File: src/rtl/cp_exec_seq.sv
module cp_exec_seq #(
  parameter int DW       = 32,
  parameter int NREG     = 4,
  parameter int LOAD_CYC = 5,
  parameter int CW       = 16,
  localparam int AW      = (NREG > 1) ? $clog2(NREG) : 1
) (
  input  logic          clk,
  input  logic          rst_n,
  input  logic          cmd_valid,
  input  logic [2:0]    cmd_op,
  input  logic [AW-1:0] cmd_addr,
  input  logic [DW-1:0] cmd_data,
  output logic [1:0]    state_o,
  output logic          busy,
  output logic          err,
  output logic          done,
  output logic          res_valid,
  output logic          rd_valid,
  output logic [DW-1:0] rd_data
);
  localparam logic [1:0] S_IDLE = 2'd0, S_LOAD = 2'd1, S_RUN = 2'd2, S_HALT = 2'd3;
  localparam logic [2:0] OP_LOAD = 3'd1, OP_WR = 3'd2, OP_START = 3'd3,
                         OP_HALT = 3'd4, OP_RES = 3'd5, OP_RD = 3'd6;

  logic [1:0]    st;
  logic [CW-1:0] cnt, len;
  logic          cfg_ok;
  logic [DW-1:0] regs [NREG];

  wire [CW:0]    cnt_nx   = {1'b0, cnt} + 1'b1;
  wire [CW-1:0]  run_eff  = (len == '0) ? {{(CW-1){1'b0}}, 1'b1} : len;
  wire           last_run = (st == S_RUN) && (cnt_nx >= {1'b0, len});
  wire           last_ld  = (st == S_LOAD) && (cnt == CW'(LOAD_CYC - 1));
  wire           acc_ok   = (st == S_IDLE) || (st == S_HALT);

  wire do_load  = cmd_valid && cmd_op == OP_LOAD  && st == S_IDLE;
  wire do_start = cmd_valid && cmd_op == OP_START && st == S_IDLE;
  wire do_halt  = cmd_valid && cmd_op == OP_HALT  && st == S_RUN && !last_run;
  wire do_res   = cmd_valid && cmd_op == OP_RES   && st == S_HALT;
  wire do_wr    = cmd_valid && cmd_op == OP_WR    && acc_ok;
  wire do_rd    = cmd_valid && cmd_op == OP_RD    && acc_ok;

  wire known    = cmd_op != 3'd0 && cmd_op != 3'd7;
  wire refused  = cmd_valid && known &&
                  !(do_load || do_start || do_halt || do_res || do_wr || do_rd);

  assign state_o = st;
  assign busy    = (st == S_LOAD) || (st == S_RUN);

  always_ff @(posedge clk) begin
    if (!rst_n) begin
      st        <= S_IDLE;
      cnt       <= '0;
      len       <= '0;
      cfg_ok    <= 1'b0;
      err       <= 1'b0;
      done      <= 1'b0;
      res_valid <= 1'b0;
      rd_valid  <= 1'b0;
      rd_data   <= '0;
      for (int i = 0; i < NREG; i++) regs[i] <= '0;
    end else begin
      err      <= refused;
      done     <= 1'b0;
      rd_valid <= do_rd;
      if (do_rd) begin
        rd_data   <= regs[cmd_addr];
        res_valid <= 1'b0;
      end
      if (do_wr) regs[cmd_addr] <= cmd_data;
      unique case (st)
        S_IDLE: begin
          if (do_load) begin
            st     <= S_LOAD;
            cnt    <= '0;
            len    <= cmd_data[CW-1:0];
            cfg_ok <= 1'b0;
          end else if (do_start && cfg_ok) begin
            st  <= S_RUN;
            cnt <= '0;
          end
        end
        S_LOAD: begin
          cnt <= cnt_nx[CW-1:0];
          if (last_ld) begin
            st     <= S_IDLE;
            cfg_ok <= 1'b1;
          end
        end
        S_RUN: begin
          cnt <= cnt_nx[CW-1:0];
          if (last_run) begin
            st        <= S_IDLE;
            done      <= 1'b1;
            res_valid <= 1'b1;
            for (int i = 0; i < NREG; i++)
              regs[i] <= regs[i] + DW'(run_eff);
          end else if (do_halt) begin
            st <= S_HALT;
          end
        end
        S_HALT: if (do_res) st <= S_RUN;
        default: st <= S_IDLE;
      endcase
    end
  end
endmodule


File: config.mk
export PLATFORM = sky130hd
export DESIGN_NAME = cp_exec_seq
export DESIGN_NICKNAME = d
export VERILOG_FILES = /design/src/rtl/cp_exec_seq.sv
export SDC_FILE = /design/constraint.sdc
export NUM_CORES = 1
export LEC_CHECK = 0
export BUFFER_PORTS_ARGS = -buffer_cell sky130_fd_sc_hd__buf_2
export CAP_MARGIN = 40
export CORE_ASPECT_RATIO = 0.75
export CORE_MARGIN = 2
export CORE_UTILIZATION = 47
export DETAILED_ROUTE_END_ITERATION = 8
export PLACE_DENSITY = 0.75
export SETUP_SLACK_MARGIN = 0.02
export SKIP_LAST_GASP = 1
export SLEW_MARGIN = 20
export SYNTH_ARGS = -nofsm -noshare
export SYNTH_HDL_FRONTEND = slang
export SYNTH_SLANG_ARGS = --single-unit
File: constraint.sdc
create_clock -name clk -period 6.14 [get_ports clk]
set_input_delay 0.921 -clock clk [delete_from_list [all_inputs] [get_ports clk]]
set_output_delay 0.921 -clock clk [all_outputs]
set_load 0.1 [all_outputs]
==> reports/results.ini, run 1 <==
[pwr]
p_sw_share_pct = 37.0
pwr-share-clk_pct = 26.9
power.leakage_nw = 5.86
netSwitchingPower_w = 0.00153
power.internal_w = 0.00261
power_frac_comb_pct = 28.8
ir_worst_vdd_v = 0.000194
seq_power_share_pct = 44.4
p_per_area_nw_per_um2 = 269

[timing]
finalSetupViolCount = 0
fin_setup_tns_ns = 0
period_share_pct = 72.8
drv_slew = 0
clock_skew_ns = 0.0206
fmax_mhz = 224
slew_headroom_pct = 49.2
period_needed_ns = 4.47
finalHoldViolations = 0
rsz0062_at_grt = false
worst_pin_slew_ns = 0.762

[route]
drcViolationCount = 0
firstDrtPassIters = 6
vias_per_cell = 6.18
drt-total-wl_mm = 41.8
first_iter_violations = 1532
routedWlPerCell_um = 21.4
dr_total_vias = 12100
detail-route-antenna-nets = 0

[floorplanning]
die-area_um2 = 31500
die_w_um = 204
die_h_um = 154
initial_core_util_pct = 48.2
rows = 54
fp.coreArea_um2 = 29300
num_io_pins = 79

[global_route]
grt_overflow = 0
grt_max_degree = 75
grt_usage_pct = 26.7
antenna_found_initial = 1
grt_pass1_wl_mm = 64.3
grt_pass1_vias = 11100

[cells_and_area]
layout-drive-gt1-share_pct = 15.0
syn_to_final_growth_pct = 9.21
fin_nets = 1677
final_cell_mix = nand2_1, edfxtp_1, ha_1
design_area_um2 = 15400
final_common_cell = nand2_1

[clocking]
cts-resized-gates = 0
cts_buffer_depth = 2
post-cts-setup-buffers = 0
cts_made_buffers = 17
cts_tree = yes
hold_buffers = 0
cts-root-buf = clkbuf_16
cts-htree-levels = 4
cts_sinks = 199
worstSkewPairLatency_ns = 0.46
clk_pin_slew_worst_paths_ns = 0.07

[outcome]
outcome = completed

[place]
port_buffers = 78
gp_congestion = 0.962
place_area_um2 = 14800
hpwl_mm = 31.2

[hold_path]
min-delay-start = rd_data[20]
hold_path_class = flip-flop to flip-flop
min_to = rd_data[20]
holdPathStages = 2

[setup_path]
ff2ff_path_depth = 17
required_ns = 6.34
rrSetupSlack_ns = 1.67
r2r_end = regs[3][30]
cp-end-kind = flip-flop
r2r-start = cnt[0]
cp_max_fo = 12
arrival_ns = 4.67
crit_path_start_kind = flip-flop
crit_type = flip-flop to flip-flop

[synthesis]
synth-seq-cells = 199
synth_warnings = 0
synth.cell_area_um2 = 14100
synth_cell_types = 87
synth_ff_type = edfxtp_1
ys_async_sr_fraction_pct = 0
syn_area_per_cell_um2 = 9.36
netlist_instances = 1509
syn_nets = 1641
ys_seq_area_share_pct = 37.3
synth-edff-count = 128

[flow_run]
maxCapViolCount = 0

[worst max-delay path, stage by stage (launching register included)]
cell and delay (ns):
dfxtp_1 0.43, ha_1 0.21, and3_1 0.19, and3_2 0.24, nand3_1 0.18, inv_1 0.10, nand3_1 0.14, xnor2_1 0.17
ha_1 0.30, nand4_1 0.16, nor2_1 0.08, a211oi_1 0.31, a21oi_1 0.15, nor3_2 0.25, o21a_1 0.34, nand2_1 0.45
buf_8 0.31, buf_4 0.20
[cells in the mapped netlist (25+ instances only)]
cell	number	area (um2)
o21ai_0	64	320
dfxtp_1	71	1420
o21ai_2	32	280
mux4_2	32	721
xnor2_1	70	613
nand2_1	287	1080
nor3_1	25	125
xor2_1	57	499
clkbuf_1	49	184
o31ai_1	47	353
a21oi_1	63	315
a21boi_0	39	293
inv_1	42	158
edfxtp_1	128	3840
nor2b_1	33	206
nor2_1	49	184
ha_1	88	1100
nand3_1	52	260
[stage by stage]
| step | power, W | setup WS (ns) | cells | hold WS, ns | util, % |
|---|---|---|---|---|---|
| finish | 0.00414 | 1.67 | 1951 | 0.462 | 52.6 |
| global route | 0.00429 | 1.42 | 1950 | 0.482 | 52.6 |
| CTS | 0.00411 | 1.75 | 1949 | 0.465 | 52.6 |
| detailed placement | 0.00301 | 1.90 | 1917 | 0.455 | 50.6 |
| global placement | 0.00296 | 1.72 | 1913 | 0.449 | 50.4 |
| floorplan | 0.00265 | 0.699 | 1509 | 0.460 | - |
[sequential cells by signal (all words and copies together), names as in the netlist]
| register | cells |
|---|---|
| regs | 128 |
| rd_data | 32 |
| cnt | 16 |
| len | 16 |
| state_o | 2 |
| cfg_ok | 1 |
| done | 1 |
| err | 1 |
| rd_valid | 1 |
| res_valid | 1 |
[kinds of logic after synthesis]
| family | synth area share, % |
|---|---|
| fa+ha+maj | 8.37 |
| buf+inv | 3.81 |
| mux | 6.27 |
| compound gates | 17.9 |
| flops | 37.3 |
| xor+xnor | 7.88 |
| simple gates | 18.5 |
[power groups by stage]
stage	combinational [W]	clock, W	sequential, W
after global routing	0.00128	0.00117	0.00184
final	0.00119	0.00111	0.00184
after floorplan	0.000784	0	0.00186
after CTS	0.00117	0.00112	0.00182
after detailed placement	0.00116	0	0.00185
after global placement	0.00112	0	0.00184
[layer usage]
metal  wire length (um)  GRT usage [%]  share of wire [%]
met5                 13              0              0.031
met4                638           6.21                1.5
met3               6490           8.27                 16
met2              16700           36.0                 40
met1              18000           40.9                 43
[cell type report]
| class | count | area, um2 |
|---|---|---|
| tap | 392 | 490 |
| clock inverter | 10 | 85.1 |
| antenna | 1 | 2.50 |
| fill | 2635 | 13900 |
| timing repair buffer | 98 | 588 |
| inverter | 43 | 166 |
| clock buffer | 22 | 475 |
| sequential | 199 | 5270 |
| multi-input combinational | 1186 | 8350 |
[how the worst max path moves through the flow]
stage	start	to	slack [ns]	cells after the start
6_report	cnt[0]	regs[3][30]	1.67	17
4_1_cts	cnt[0]	regs[3][30]	1.75	17
2_1_floorplan	state_o[0]	regs[2][0]	0.70	6
5_1_grt	cnt[0]	regs[3][30]	1.42	17
3_3_place_gp	cnt[0]	regs[3][27]	1.72	16
3_5_place_dp	cnt[0]	regs[3][29]	1.90	17
Note: power is estimated with default switching activity, not from simulation.
==> run 2: changes to the inputs <==
- PLACE_DENSITY: 0.75 -> 0.77
- clock period: 6.14 -> 3.6 ns (I/O delays scaled with it)
==> reports/results.ini, run 2 (same netlist as run 1, synthesis figures left out) <==
[setup_path]
endpoint = regs[2][7]
rrSetupSlack_ns = 0.005
arrival_ns = 3.83
required_ns = 3.84
cp-end-kind = flip-flop
startpoint = cnt[1]
cp_max_fo = 7
r2r-start = cnt[1]
ff2ff_path_depth = 15
r2r_end = regs[2][7]
crit_type = flip-flop to flip-flop
crit_path_start_kind = flip-flop

[cells_and_area]
design_area_um2 = 16300
layout-drive-gt1-share_pct = 20.3
syn_to_final_growth_pct = 15.5
fin_nets = 1726
final_common_cell = nand2_1
final_cell_mix = nand2_1, edfxtp_1, ha_1
fin_cells = 2001
largest_register_ffs = 128
reg_top3 = regs (128), rd_data (32)
regMostFlops = regs
fin_util_pct = 55.6

[global_route]
grt_overflow = 0
grt_usage_pct = 26.6
grt_pass1_vias = 11600
grt_max_degree = 75
antenna_found_initial = 2
grt_pass1_wl_mm = 65.1

[route]
vias_per_cell = 6.21
detail-route-antenna-nets = 0
drcViolationCount = 0
drt-total-wl_mm = 43.4
dr_total_vias = 12400
first_iter_violations = 1682
firstDrtPassIters = 5
routedWlPerCell_um = 21.7

[outcome]
outcome = completed

[pwr]
pwr-share-clk_pct = 27.4
power.internal_w = 0.00467
power.leakage_nw = 6.27
p_sw_share_pct = 36.8
p_per_area_nw_per_um2 = 453
netSwitchingPower_w = 0.00271
seq_power_share_pct = 42.1
ir_worst_vdd_v = 0.000365
power_frac_comb_pct = 30.5

[timing]
worst_pin_slew_ns = 0.634
drv_slew = 0
finalSetupViolCount = 0
rsz0062_at_grt = true
finalHoldViolations = 0
period_share_pct = 99.9
fmax_mhz = 278
clock_skew_ns = 0.0165
slew_headroom_pct = 57.7
period_needed_ns = 3.59

[place]
place_area_um2 = 15200
gp_congestion = 0.959
dp_cells = 1952
port_buffers = 78
hpwl_mm = 31.3

[flow_run]
maxCapViolCount = 0

[floorplanning]
die-area_um2 = 31500
die_w_um = 204
fp.coreArea_um2 = 29300
initial_core_util_pct = 48.2
rows = 54
num_io_pins = 79
die_h_um = 154

[clocking]
clk_pin_slew_worst_paths_ns = 0.08
cts-root-buf = clkbuf_16
hold_buffers = 0
cts_buffer_depth = 2
cts_made_buffers = 17
cts_sinks = 199
cts-htree-levels = 4
cts_tree = yes
worstSkewPairLatency_ns = 0.45

[hold_path]
hold_path_class = flip-flop to flip-flop
holdPathStages = 2

-- run 2: cell count changes in the layout (fill, tap and decap cells not counted), moves of 4 or more --
cell,previous run,this run
nand3_1,52,48
buf_4,16,50
nand3_4,0,4
xnor2_1,70,65
clkbuf_16,17,22
buf_6,0,5
dfxtp_2,0,7
nor2_1,48,44
xnor2_2,0,5
dfxtp_1,71,64
buf_12,1,7
-- run 2: repair_timing --
| item | 4_1_cts | 5_1_grt |
|---|---|---|
| cloned | 0 | 7 |
| pin swaps | 1 | 37 |
| setup buffers | 0 | 8 |
| endpoints found under the setup margin | 42 | 255 |
| gates resized for setup | 3 | 61 |
-- run 2: power groups by stage --
stage	Clock, W	Sequential, W	Combinational [W]
6_report	0.00203	0.00311	0.00225
5_1_grt	0.00210	0.00312	0.00240
4_1_cts	0.00203	0.00308	0.00207
3_5_place_dp	0	0.00312	0.00206
3_3_place_gp	0	0.00311	0.00201
2_1_floorplan	0	0.00317	0.00134
-- run 2: final cells by class --
class | instances | area, um2
Antenna cell | 2 | 5.00
Clock buffer | 17 | 425
Clock inverter | 15 | 184
Fill cell | 2444 | 13000
Inverter | 43 | 174
Multi-Input combinational cell | 1186 | 8630
Sequential cell | 199 | 5270
Tap cell | 392 | 490
Timing Repair Buffer | 147 | 1130
-- run 2: worst min-delay path by stage --
stage                     start          end  slack (ns)
detailed placement  rd_data[11]  rd_data[11]        0.46
global route         rd_data[9]   rd_data[9]        0.48
global placement    rd_data[11]  rd_data[11]        0.45
CTS                       rst_n          err        0.46
floorplan                len[0]       len[0]        0.46
finish              rd_data[11]  rd_data[11]        0.46
-- run 2: routing by layer --
layer / global-route usage, % / up-vias / wire length (um)
met5: 0 / - / 0
met4: 5.31 / 0 / 670
met3: 6.70 / 61 / 6060
met2: 37.8 / 708 / 18200
met1: 40.4 / 6005 / 18500
li1: - / 5649 / -
-- run 2: critical path, stage by stage, from the launching register on --
cell,delay (ns)
dfxtp_2,0.37
ha_4,0.14
and3_4,0.19
and3_4,0.21
buf_6,0.13
nand3_4,0.09
xnor2_2,0.16
ha_1,0.30
nand4_1,0.19
a211oi_2,0.28
o41ai_2,0.13
a21oi_2,0.24
nor3_4,0.07
or2_4,0.33
buf_16,0.19
o31ai_1,0.34
-- run 2: per-stage QoR --
step                hold WS [ns]  TNS, ns  worst slack, ns  total power [W]
floorplan                  0.460    -8.79           -0.137          0.00452
global placement           0.449        0           0.0312          0.00512
CTS                        0.462        0           0.0159          0.00718
global route               0.485    -1.75          -0.0790          0.00763
detailed placement         0.456   -0.771           -0.166          0.00518
finish                     0.461        0          0.00520          0.00738
==> run 3: changes to the inputs <==
--- a/config.mk
+++ b/config.mk
@@ -7,2 +7,3 @@
 export LEC_CHECK = 0
+export ABC_AREA = 1
 export BUFFER_PORTS_ARGS = -buffer_cell sky130_fd_sc_hd__buf_2
@@ -13,2 +14,3 @@
 export DETAILED_ROUTE_END_ITERATION = 8
+export HOLD_SLACK_MARGIN = 0.08
 export PLACE_DENSITY = 0.77
==> constraint.sdc (replaced) <==
create_clock -name clk -period 3.6 [get_ports clk]
set_input_delay 0.36 -clock clk [delete_from_list [all_inputs] [get_ports clk]]
set_output_delay 0.36 -clock clk [all_outputs]
set_load 0.1 [all_outputs]
==> reports/results.ini, run 3 <==
[hold_path]
min_to = len[0]
hold_path_class = input pin to flip-flop
holdPathStages = 3
min-delay-start = cmd_data[0]

[clocking]
cts-htree-levels = 4
cts_made_buffers = 17
cts-root-buf = clkbuf_16
cts_sinks = 199
cts_buffer_depth = 2
cts_tree = yes
worstSkewPairLatency_ns = 0.47
clk_pin_slew_worst_paths_ns = 0.08

[place]
port_buffers = 78
gp_congestion = 1.02
hpwl_mm = 42.4

[synthesis]
synth_commonest_cells = nand2_1, inv_1, nor2_1, nand3_1, edfxtp_1
ys_seq_area_share_pct = 34.3
synthMuxAreaShare_pct = 0
synth_cell_types = 47
synth_most_common_cell = nand2_1
syn_area_per_cell_um2 = 7.36
synth_compound_area_share_pct = 17.1
synthXorXnorAreaFrac_pct = 4.90
syn_nets = 2222
netlist_instances = 2090
synth-seq-cells = 199
yosys.area_share.simple_pct = 28.8
yosys.area.top_type = edfxtp_1
ys_async_sr_fraction_pct = 0
synth_top_family_by_area = simple AND/OR/NAND/NOR gates
synth-edff-count = 128
synth.top_cell.area_share_pct = 25.0
synth_ff_type = edfxtp_1
synth_area_leaders = edfxtp_1, nand2_1, dfxtp_1
synth.cell_area_um2 = 15400
synthAdderAreaFrac_pct = 7.68
synth_warnings = 0

[setup_path]
arrival_ns = 3.72
cp_max_fo = 4
crit_path_start_kind = flip-flop
crit_type = flip-flop to flip-flop
r2r_end = regs[0][24]
rrSetupSlack_ns = 0.20
ff2ff_path_depth = 16
r2r-start = len[3]
required_ns = 3.93
cp-end-kind = flip-flop

[cells_and_area]
layout-drive-gt1-share_pct = 13.3
fin_nets = 2298
largest_register_ffs = 128
multi_input_area_um2 = 9100
syn_to_final_growth_pct = 11.7
reg_top3 = regs (128), rd_data (32)
final_cell_mix = nand2_1, inv_1, nor2_1
final_common_cell = nand2_1
fin_util_pct = 53.2
regArea_um2 = 5270
regMostFlops = regs
n_antenna_cell = 0
fill_cells = 3071

[floorplanning]
die_h_um = 161
rows = 57
num_io_pins = 79
initial_core_util_pct = 47.6
die_w_um = 213
fp.coreArea_um2 = 32300
die-area_um2 = 34200

[timing]
clock_skew_ns = 0.0112
finalSetupViolCount = 0
finalHoldViolations = 0
worst_pin_slew_ns = 0.688
drv_slew = 0
rsz0062_at_grt = true
hold_ws_ns = 0.269
period_needed_ns = 3.40
slew_headroom_pct = 54.0
period_share_pct = 94.4
fmax_mhz = 294

[global_route]
grt_overflow = 0
grt_max_degree = 53
grt_usage_pct = 31.6
antenna_found_initial = 0
grt_pass1_wl_mm = 82.2
grt_pass1_vias = 13900

[route]
routedWlPerCell_um = 20.7
vias_per_cell = 5.94
first_iter_violations = 2219
detail-route-antenna-nets = 0
drcViolationCount = 0
dr_total_vias = 15600
firstDrtPassIters = 6
drt-total-wl_mm = 54.2

[pwr]
ir_worst_vdd_v = 0.000402
power.leakage_nw = 7.46
p_per_area_nw_per_um2 = 489

[flow_run]
maxCapViolCount = 0

[outcome]
outcome = completed

[run 3: cell types whose count changed after synthesis, moves of 26 or more]
cell and delta:
nor2b_1 -33, nand2_1 +308, a21oi_1 +52, inv_1 +156
nor2_1 +107, nand3_1 +90, o21ai_0 +41, o21ai_2 +48
o31ai_1 -47, xor2_1 -26, a21boi_0 -38, nand4_1 +30
mux4_2 -32
[run 3: cell families after synthesis]
kind of cell | after synthesis
AND/OR/NAND/NOR | 1030
AO/OA/AOI/OAI | 409
buffers and inverters | 274
flip-flops | 199
adder cells (fa/ha/maj) | 92
XOR/XNOR | 86
[run 3: area by class of cell]
cell class              count  area share (%)
well taps                 442            3.22
flip-flops and latches    199            30.7
repair buffers            127            5.23
inverters                 203            4.44
multi-input cells        1618            53.0
clock inverters            15           0.969
clock buffers              17            2.48
[run 3: power breakdown]
group	internal (W)	switching, W	total (W)
registers	0.00290	0.000353	0.00326
clock network	0.00104	0.00100	0.00205
logic	0.000911	0.00218	0.00310
total	0.00486	0.00354	0.00840
[run 3: worst max path at each step]
stage | from | end | slack [ns] | cells after the start
after floorplan | state_o[0] | regs[0][0] | 0.04 | 8
after global placement | cnt[0] | regs[3][5] | 0.10 | 20
after detailed placement | cnt[0] | regs[0][17] | -0.02 | 20
after CTS | cnt[0] | regs[3][2] | -0.06 | 20
after global routing | cnt[1] | regs[1][25] | -0.04 | 23
final | len[3] | regs[0][24] | 0.20 | 16
[run 3: layer usage]
metal | vias up | wire [um] | track usage (%)
li1 | 7283 | - | -
met1 | 7286 | 24400 | 48.1
met2 | 939 | 22100 | 44.6
met3 | 70 | 6670 | 8.21
met4 | 0 | 960 | 6.52
met5 | - | 0 | 0
[run 3: stage by stage]
stage	instance area [um2]	setup WS, ns	instances	power, W	setup TNS [ns]
6_report	17200	0.203	2621	0.00840	0
5_1_grt	17200	-0.0389	2621	0.00876	-0.662
4_1_cts	16900	-0.0603	2612	0.00821	-1.28
3_5_place_dp	16300	-0.0176	2580	0.00620	-0.131
3_3_place_gp	16300	0.101	2580	0.00615	0
2_1_floorplan	15400	0.0375	2090	0.00535	0
[run 3: worst max-delay path, stage by stage, from the launching register on]
cell	delay (ns)
dfxtp_1	0.33
nor4_2	0.33
nand3_1	0.16
nor4_2	0.19
a31o_2	0.28
ha_1	0.28
fa_1	0.30
nand3_1	0.10
nand2_1	0.14
nand2_1	0.07
o211ai_1	0.22
nand2_1	0.14
nand2_1	0.21
nand2_1	0.11
o21ai_0	0.16
nand2_1	0.09
o21ai_2	0.14
[run 3: timing repair]
action / in CTS / in global routing
hold endpoints to repair: 0 / 0
endpoints found under the setup margin: 112 / 257
hold buffers: 0 / 0
setup buffers: 0 / 6
resized for setup: 0 / 33
cloned: 0 / 2
pin swaps: 0 / 6
